`config.mk`:
```
export PLATFORM = sky130hd
export DESIGN_NAME = scope_sync_seq
export DESIGN_NICKNAME = d
export VERILOG_FILES = /design/src/rtl/ssq_pkg.sv /design/src/rtl/ssq_target_map.sv /design/src/rtl/ssq_pending.sv /design/src/rtl/ssq_ctrl.sv /design/src/rtl/scope_sync_seq.sv
export SDC_FILE = /design/constraint.sdc
export NUM_CORES = 1
export LEC_CHECK = 0
export BUFFER_PORTS_ARGS = -buffer_cell sky130_fd_sc_hd__buf_2
export CELL_PAD_IN_SITES_DETAIL_PLACEMENT = 1
export CELL_PAD_IN_SITES_GLOBAL_PLACEMENT = 2
export CORE_ASPECT_RATIO = 0.5
export CORE_MARGIN = 2
export CORE_UTILIZATION = 28
export CTS_CLUSTER_DIAMETER = 60
export DETAILED_ROUTE_END_ITERATION = 8
export PLACE_DENSITY = 0.87
export SLEW_MARGIN = 40
export SYNTH_ARGS = -nofsm -noshare
export SYNTH_HDL_FRONTEND = slang
export SYNTH_SLANG_ARGS = --single-unit
```
`constraint.sdc`:
```
create_clock -name clk -period 1.4 [get_ports clk]
set_input_delay 0.21 -clock clk [delete_from_list [all_inputs] [get_ports clk]]
set_output_delay 0.21 -clock clk [all_outputs]
set_load 0.01 [all_outputs]
```
`src/rtl/ssq_pkg.sv`:
```
`timescale 1ns/1ps
package ssq_pkg;

    typedef enum logic [1:0] {
        SCOPE_WG      = 2'd0,
        SCOPE_AGENT   = 2'd1,
        SCOPE_REMOTE  = 2'd2,
        SCOPE_REMOTE2 = 2'd3
    } scope_e;

    typedef enum logic [2:0] {
        ST_IDLE,
        ST_LOCK,
        ST_ISSUE,
        ST_WAIT,
        ST_UNLOCK,
        ST_RESP
    } state_e;

    // Maintenance work implied by one request
    typedef struct packed {
        logic need_lock;
        logic self_flush;
        logic self_inv;
        logic peer_flush;
        logic peer_inv;
    } plan_t;

    function automatic plan_t plan_of(input logic [1:0] scope,
                                      input logic is_rel,
                                      input logic wr);
        plan_t p;
        p = '0;
        case (scope_e'(scope))
            SCOPE_WG: ;
            SCOPE_AGENT: begin
                p.self_flush = is_rel;
                p.self_inv   = !is_rel;
            end
            default: begin
                p.self_flush = is_rel;
                p.peer_inv   = is_rel;
                p.self_inv   = !is_rel;
                p.peer_flush = !is_rel;
                p.need_lock  = wr;
            end
        endcase
        return p;
    endfunction

    function automatic logic plan_quiet(input plan_t p);
        return !(p.self_flush | p.self_inv | p.peer_flush | p.peer_inv);
    endfunction

endpackage

```
`src/rtl/ssq_target_map.sv`:
```
`timescale 1ns/1ps
module ssq_target_map
    import ssq_pkg::*;
#(
    parameter int NUM_L1 = 8,
    parameter int ID_W   = 3
) (
    input  logic [ID_W-1:0]   self_id,
    input  plan_t             plan,
    output logic [NUM_L1-1:0] flush_mask,
    output logic [NUM_L1-1:0] inv_mask
);

    for (genvar i = 0; i < NUM_L1; i++) begin : g_port
        logic is_self;
        assign is_self       = (self_id == ID_W'(i));
        assign flush_mask[i] = is_self ? plan.self_flush : plan.peer_flush;
        assign inv_mask[i]   = is_self ? plan.self_inv   : plan.peer_inv;
    end

endmodule

```
`src/rtl/ssq_pending.sv`:
```
`timescale 1ns/1ps
module ssq_pending #(
    parameter int NUM_L1 = 8
) (
    input  logic              clk,
    input  logic              rst,
    input  logic              load,
    input  logic [NUM_L1-1:0] load_mask,
    input  logic [NUM_L1-1:0] ack,
    output logic              all_clear_next
);

    logic [NUM_L1-1:0] pend;

    for (genvar i = 0; i < NUM_L1; i++) begin : g_bit
        always_ff @(posedge clk) begin
            if (rst)
                pend[i] <= 1'b0;
            else if (load)
                pend[i] <= load_mask[i];
            else if (ack[i])
                pend[i] <= 1'b0;
        end
    end

    // Acks for bits never commanded fall away here
    assign all_clear_next = ~|(pend & ~ack);

endmodule

```
`src/rtl/ssq_ctrl.sv`:
```
`timescale 1ns/1ps
module ssq_ctrl
    import ssq_pkg::*;
(
    input  logic  clk,
    input  logic  rst,
    input  logic  req_valid,
    input  plan_t in_plan,
    input  logic  q_need_lock,
    input  logic  glock_ack,
    input  logic  all_clear_next,
    output logic  req_ready,
    output logic  accept,
    output logic  issue,
    output logic  glock_req,
    output logic  gunlock_req,
    output logic  done_valid
);

    state_e state, state_nx;

    assign req_ready   = (state == ST_IDLE);
    assign accept      = req_ready && req_valid;
    assign issue       = (state == ST_ISSUE);
    assign glock_req   = (state == ST_LOCK);
    assign gunlock_req = (state == ST_UNLOCK);
    assign done_valid  = (state == ST_RESP);

    always_comb begin
        state_nx = state;
        unique case (state)
            ST_IDLE: begin
                if (req_valid) begin
                    if (plan_quiet(in_plan))
                        state_nx = ST_RESP;
                    else if (in_plan.need_lock)
                        state_nx = ST_LOCK;
                    else
                        state_nx = ST_ISSUE;
                end
            end
            ST_LOCK:   if (glock_ack) state_nx = ST_ISSUE;
            ST_ISSUE:  state_nx = ST_WAIT;
            ST_WAIT:   if (all_clear_next) state_nx = q_need_lock ? ST_UNLOCK : ST_RESP;
            ST_UNLOCK: if (glock_ack) state_nx = ST_RESP;
            ST_RESP:   state_nx = ST_IDLE;
            default:   state_nx = ST_IDLE;
        endcase
    end

    always_ff @(posedge clk) begin
        if (rst)
            state <= ST_IDLE;
        else
            state <= state_nx;
    end

endmodule

```
`src/rtl/scope_sync_seq.sv`:
```
`timescale 1ns/1ps
module scope_sync_seq
    import ssq_pkg::*;
#(
    parameter  int NUM_L1 = 8,
    localparam int ID_W   = (NUM_L1 > 1) ? $clog2(NUM_L1) : 1
) (
    input  logic              clk,
    input  logic              rst,
    input  logic              req_valid,
    output logic              req_ready,
    input  logic [ID_W-1:0]   req_id,
    input  logic              req_is_rel,
    input  logic [1:0]        req_scope,
    input  logic              req_write,
    output logic [NUM_L1-1:0] flush_cmd,
    output logic [NUM_L1-1:0] inv_cmd,
    input  logic [NUM_L1-1:0] l1_ack,
    output logic              glock_req,
    output logic              gunlock_req,
    input  logic              glock_ack,
    output logic              done_valid,
    output logic [ID_W-1:0]   done_id
);

    plan_t             in_plan, q_plan;
    logic [ID_W-1:0]   q_id;
    logic              accept, issue, all_clear_next;
    logic [NUM_L1-1:0] flush_mask, inv_mask, cmd_mask;

    assign in_plan = plan_of(req_scope, req_is_rel, req_write);

    always_ff @(posedge clk) begin
        if (rst) begin
            q_plan <= '0;
            q_id   <= '0;
        end else if (accept) begin
            q_plan <= in_plan;
            q_id   <= req_id;
        end
    end

    ssq_ctrl u_ctrl (
        .clk            (clk),
        .rst            (rst),
        .req_valid      (req_valid),
        .in_plan        (in_plan),
        .q_need_lock    (q_plan.need_lock),
        .glock_ack      (glock_ack),
        .all_clear_next (all_clear_next),
        .req_ready      (req_ready),
        .accept         (accept),
        .issue          (issue),
        .glock_req      (glock_req),
        .gunlock_req    (gunlock_req),
        .done_valid     (done_valid)
    );

    ssq_target_map #(.NUM_L1(NUM_L1), .ID_W(ID_W)) u_map (
        .self_id    (q_id),
        .plan       (q_plan),
        .flush_mask (flush_mask),
        .inv_mask   (inv_mask)
    );

    assign cmd_mask = flush_mask | inv_mask;

    ssq_pending #(.NUM_L1(NUM_L1)) u_pending (
        .clk            (clk),
        .rst            (rst),
        .load           (issue),
        .load_mask      (cmd_mask),
        .ack            (l1_ack),
        .all_clear_next (all_clear_next)
    );

    assign flush_cmd = issue ? flush_mask : '0;
    assign inv_cmd   = issue ? inv_mask   : '0;
    assign done_id   = q_id;

endmodule

```
# Word-level counts from Yosys, hierarchy flattened
# Cells that the tools add are included.
# classes
n_eq_ne,17
muxes,45
n_bitwise,6
reduce_logical,16
# ops
operator,n
$mux 1,34
$eq 3x3->1 const B,6
$mux 8,2
$reduce_bool 2->1,8
$mux 3,5
$pmux 3 s5,1
$eq 3x2->1 const B,4
$and 8x8->8,1
$not 8->8,1
$or 8x8->8,1
$reduce_or 8->1,1
$eq 3x1->1 const B,2
$logic_not 3->1,2
$mux 2,3
$ne 2x1->1 const B,2
$ne 2x2->1 const B,2
$reduce_and 4->1,1
$or 1x1->1,3
$eq 2x1->1 const B,1
$logic_not 2->1,1
$reduce_or 2->1,1
$logic_and 1x1->1,1
$logic_not 1->1,1
# word_totals
register_bits,19
inputBits,19
output_inout_bits,23
word_cells,99

# Depth between registers and ports, before layout
# depth
depth_word,8
depth_mapped,6
ltp_nobuf,4

# By module
# From an unflattened synthesis, not the netlist that was laid out.
# hier_totals
cells_unflattened,159
area_unflattened_um2,1396.3
# modules_own_cells
mod,instances,cells_per_inst,area_per_inst_um2,seq_area_each_um2
scope_sync_seq,1,56,476.7,160.2
ssq_pending,1,43,366.6,160.2
ssq_ctrl,1,36,302.8,60.1
ssq_target_map,1,24,250.2,0.0

# Least setup slack after synthesis
# OpenSTA, ideal clock, no wires.
# synth_path
kind,reg-to-output
start,"register q_id[2], in the netlist done_id[2]"
end,output flush_cmd[4]
arrival_ns,1.249
required_ns,1.190
slack_ns,-0.059
stages_incl_launch_ff,5
n_path_buf,1
path_cell_list,dfxtp_1 > buf_4 > nor3b_1 > mux2i_1 > nor2_1
# synth_between
elab_chain_cells,3
# synth_rtl
item,line_no,rtl
start: declaration,scope_sync_seq.sv:27,logic [ID_W-1:0] q_id;
start signal: assignment,scope_sync_seq.sv:39,q_id <= req_id;
$eq 3x3->1,ssq_target_map.sv:16,assign is_self = (self_id == ID_W'(i));
$mux 1,ssq_target_map.sv:17,assign flush_mask[i] = is_self ? plan.self_flush : plan.peer_flush;
$mux 8,scope_sync_seq.sv:77,assign flush_cmd = issue ? flush_mask : '0;
end: declaration,scope_sync_seq.sv:16,"output logic [NUM_L1-1:0] flush_cmd,"
# Every way passes these cells.

# Worst setup path in the final report
# layout_path
start,register u_ctrl.state[0]
end,output inv_cmd[4]
# layout_between
elab_chain_cells,2
# layout_rtl
item,line_no,rtl
start: declaration,ssq_ctrl.sv:20,"state_e state, state_nx;"
start signal: assignment,ssq_ctrl.sv:55,state <= state_nx;
$eq 3x2->1,ssq_ctrl.sv:24,assign issue = (state == ST_ISSUE);
$mux 8,scope_sync_seq.sv:78,assign inv_cmd = issue ? inv_mask : '0;
end: declaration,scope_sync_seq.sv:17,"output logic [NUM_L1-1:0] inv_cmd,"
# Every way passes these cells.

==> qor.yml <==
outcome:
  status: "finished, violations left"
  violations: "setup timing"
grt:
  grt_max_degree: 25
  gr-total-overflow: 0
  antenna_found_initial: 0
  grt_pass1_vias: 1353
  grt_first_pass_wirelength_um: 6550
  gr-usage-all-layers_pct: 15.6
synth:
  synthDistinctLibCells: 37
  synth.most_common_cell: "nand2_1"
  syn_inst: 171
  synth_top_area_cell: "dfxtp_1"
  synth_area_um2: 1360
  yosys_most_used_dff: "dfxtp_1"
  synth_top_area_share_pct: 28.0
  async_flop_share_pct: 0
  synthTopCellsByCount: "nand2_1 (27), a21oi_1 (20), dfxtp_1 (19)"
  yosysWarnings: 0
  ys_seq_elements: 19
  synth.avg_cell_area_um2: 7.93
  seq_area_frac_synth_pct: 28.0
  synth_nets: 190
  synth.area.top_cells: "dfxtp_1 (28%), mux2i_1 (13%), nand2_1 (7.5%), a21oi_1 (7.4%), o311ai_0 (5.2%)"
  synth_edf_count: 0
min_path:
  hp-class: "in2reg"
sta:
  finalHoldViolCount: 0
  slew_viol_final: 0
  worstMarginPinSlew_ps: 506
  fin_skew_ps: 1.46
  setup_ws_ps: -305
  finalSetupViolations: 29
  finalCriticalPeriod_ps: 1710
  rsz0062_at_grt: "yes"
  finalCritPeriodShare_pct: 122
  relSlewSlack_pct: 66.2
  timing.fmax_ghz: 0.586
setup_path:
  crit_end: "inv_cmd[4]"
  critical_path_arrival_ps: 1500
  reg2reg_slack_ps: -90
  worstSetupPathType: "reg2out"
  cp.depth: 4
  max_stage_delay_ps: 460
  worstPathMaxFanout: 6
  r2r_cells: 5
  cp_top_family: "simple AND/OR/NAND/NOR gates"
  cp-start-kind: "flip-flop"
  endpoint_kind: "output port"
  r2r_start: "done_id[0]"
  path_cells: "or3b_4, clkbuf_16, nor2_2, buf_2"
  crit_buf_inv: 2
  cp_data_required_time_ps: 1190
  startpoint: "u_ctrl.state[0]"
  rr_endpoint: "u_pending.pend[6]"
  cp_slowest_cell: "or3b_4"
clock_network:
  clockRootBuffer: "clkbuf_8"
  cts-htree-levels: 1
  cts_buffers: 3
  clock_sinks: 19
  clk_path_buf_depth: 2
  clk_pin_slew_worst_paths_ps: 80
  cts-hold-fix-buffers: 0
  clock_latency_ps: 260
  cts_tree: "yes"
route:
  route.antenna.remaining_nets: 0
  vias: 1485
  wl_per_cell_um: 16.6
  drtPass1Iterations: 3
  viasPerCell: 5.07
  wl_um: 4880
  drt_iter0_markers: 36
  route.detailed.drc: 0
floorplan:
  io_pins: 42
  floorplan.initialDensity_pct: 29.9
  die-width_um: 102
  row_count: 17
  core_um2: 4530
  die_area_um2: 5450
  fp.dieH_um: 53.2
place:
  place_congestion: 0.837
  dp_cells: 277
  portBuffers: 41
  hpwl_um: 2900
cells_and_area:
  area_delta_synth_final_pct: 56.3
  diodes: 0
  layout-drive-gt1-share_pct: 54.6
  fin_cells: 293
  multi_input_comb_area_um2: 1080
  nFillCells: 550
  nNetsFinal: 247
  seqCellArea_um2: 398
job:
  drv_cap: 0
pwr:
  leakage_uw: 0.000874
  power_density_nw_per_um2: 1620
  power_uw: 3440
  vdd_drop_max_mv: 0.790
-- registers in the layout, indices dropped and copies added, names as in the netlist --
| name | flops |
|---|---|
| u_pending.pend | 8 |
| done_id | 3 |
| u_ctrl.state | 3 |
| q_plan | 5 |
-- final cells by class --
| class | count | share of cell area (%) |
|---|---|---|
| clock buffers | 3 | 1.95 |
| inverters | 1 | 0.177 |
| clock inverters | 1 | 0.236 |
| multi-input cells | 135 | 51.1 |
| well taps | 66 | 3.90 |
| flip-flops and latches | 19 | 18.8 |
| repair buffers | 68 | 23.9 |
-- worst reg2reg max path: cells and delay by family, from the launching register on --
kind	cells	cell delay (ps)
buf+inv	2	340
flops	1	400
compound gates	2	410
simple gates	1	230
-- layer usage --
metal / part of all wire (%) / GRT usage, % / wire [µm]
met1: 47 / 20.6 / 2300
met2: 50 / 26.4 / 2440
met3: 2.2 / 3.17 / 109
met4: 0.51 / 3.33 / 25
met5: 0 / 0 / 0
-- metrics by stage --
| stage | TNS [ps] | hold WS (ps) | util (%) | worst slack [ps] | cell area, µm² |
|---|---|---|---|---|---|
| after floorplan | -306 | 346 | - | -21.7 | 1410 |
| after global placement | -593 | 450 | 38.1 | -101 | 1730 |
| after detailed placement | -1290 | 455 | 38.1 | -165 | 1730 |
| after CTS | -3940 | 173 | 41.6 | -268 | 1880 |
| after global routing | -7090 | 194 | 46.8 | -390 | 2120 |
| final | -4980 | 190 | 46.8 | -305 | 2120 |
-- where the power goes --
group          switching [µW]  total, µW  internal (µW)  leakage, µW
logic                    1090       2200           1120     0.000690
registers                 182        836            654     0.000159
clock network             203        402            198    0.0000255
-- timing repair --
item,CTS,global route
cloned,0,2
buffers inserted,5,7
pin swaps,1,13
resized for setup,22,34
setup endpoints to repair,26,34
-- cells by family after synthesis --
| logic type | share of synthesized area [%] |
|---|---|
| DFF | 28.0 |
| AOI/OAI and AO/OA | 17.4 |
| muxes | 12.5 |
| buffers and inverters | 7.38 |
| and+or+nand+nor | 34.6 |
-- placed cells by master, fill, tap and decap left out, types with 2 or more instances in the layout --
cell	synthesis	final
nand3b_1	6	6
mux2i_2	0	3
nor2_4	0	4
nor2_1	18	3
dfxtp_4	0	3
clkbuf_8	0	3
nand2_1	27	27
clkbuf_16	0	2
nand3_2	0	2
nor3_4	0	2
nand3_1	4	2
a21oi_2	0	5
nor3b_4	1	4
o311ai_1	1	2
o311ai_2	0	2
buf_2	4	37
mux2i_1	17	13
dfxtp_1	19	11
nor4b_4	1	2
o311ai_0	8	5
a21oi_1	20	14
nor2b_1	8	8
buf_4	2	18
dfxtp_2	0	5
nor2_2	2	13
nor4_1	2	2
buf_6	3	9
-- worst min path at each step --
stage / startpoint / endpoint / slack [ps] / depth (start not counted)
5_1_grt: req_id[2] / done_id[2] / 190 / 3
3_3_place_gp: q_plan[4] / q_plan[4] / 450 / 2
6_report: req_id[0] / done_id[0] / 190 / 3
3_5_place_dp: q_plan[4] / q_plan[4] / 450 / 2
4_1_cts: req_id[2] / done_id[2] / 170 / 3
2_1_floorplan: req_id[0] / done_id[0] / 350 / 2
Power figures use the tool's default switching activity.
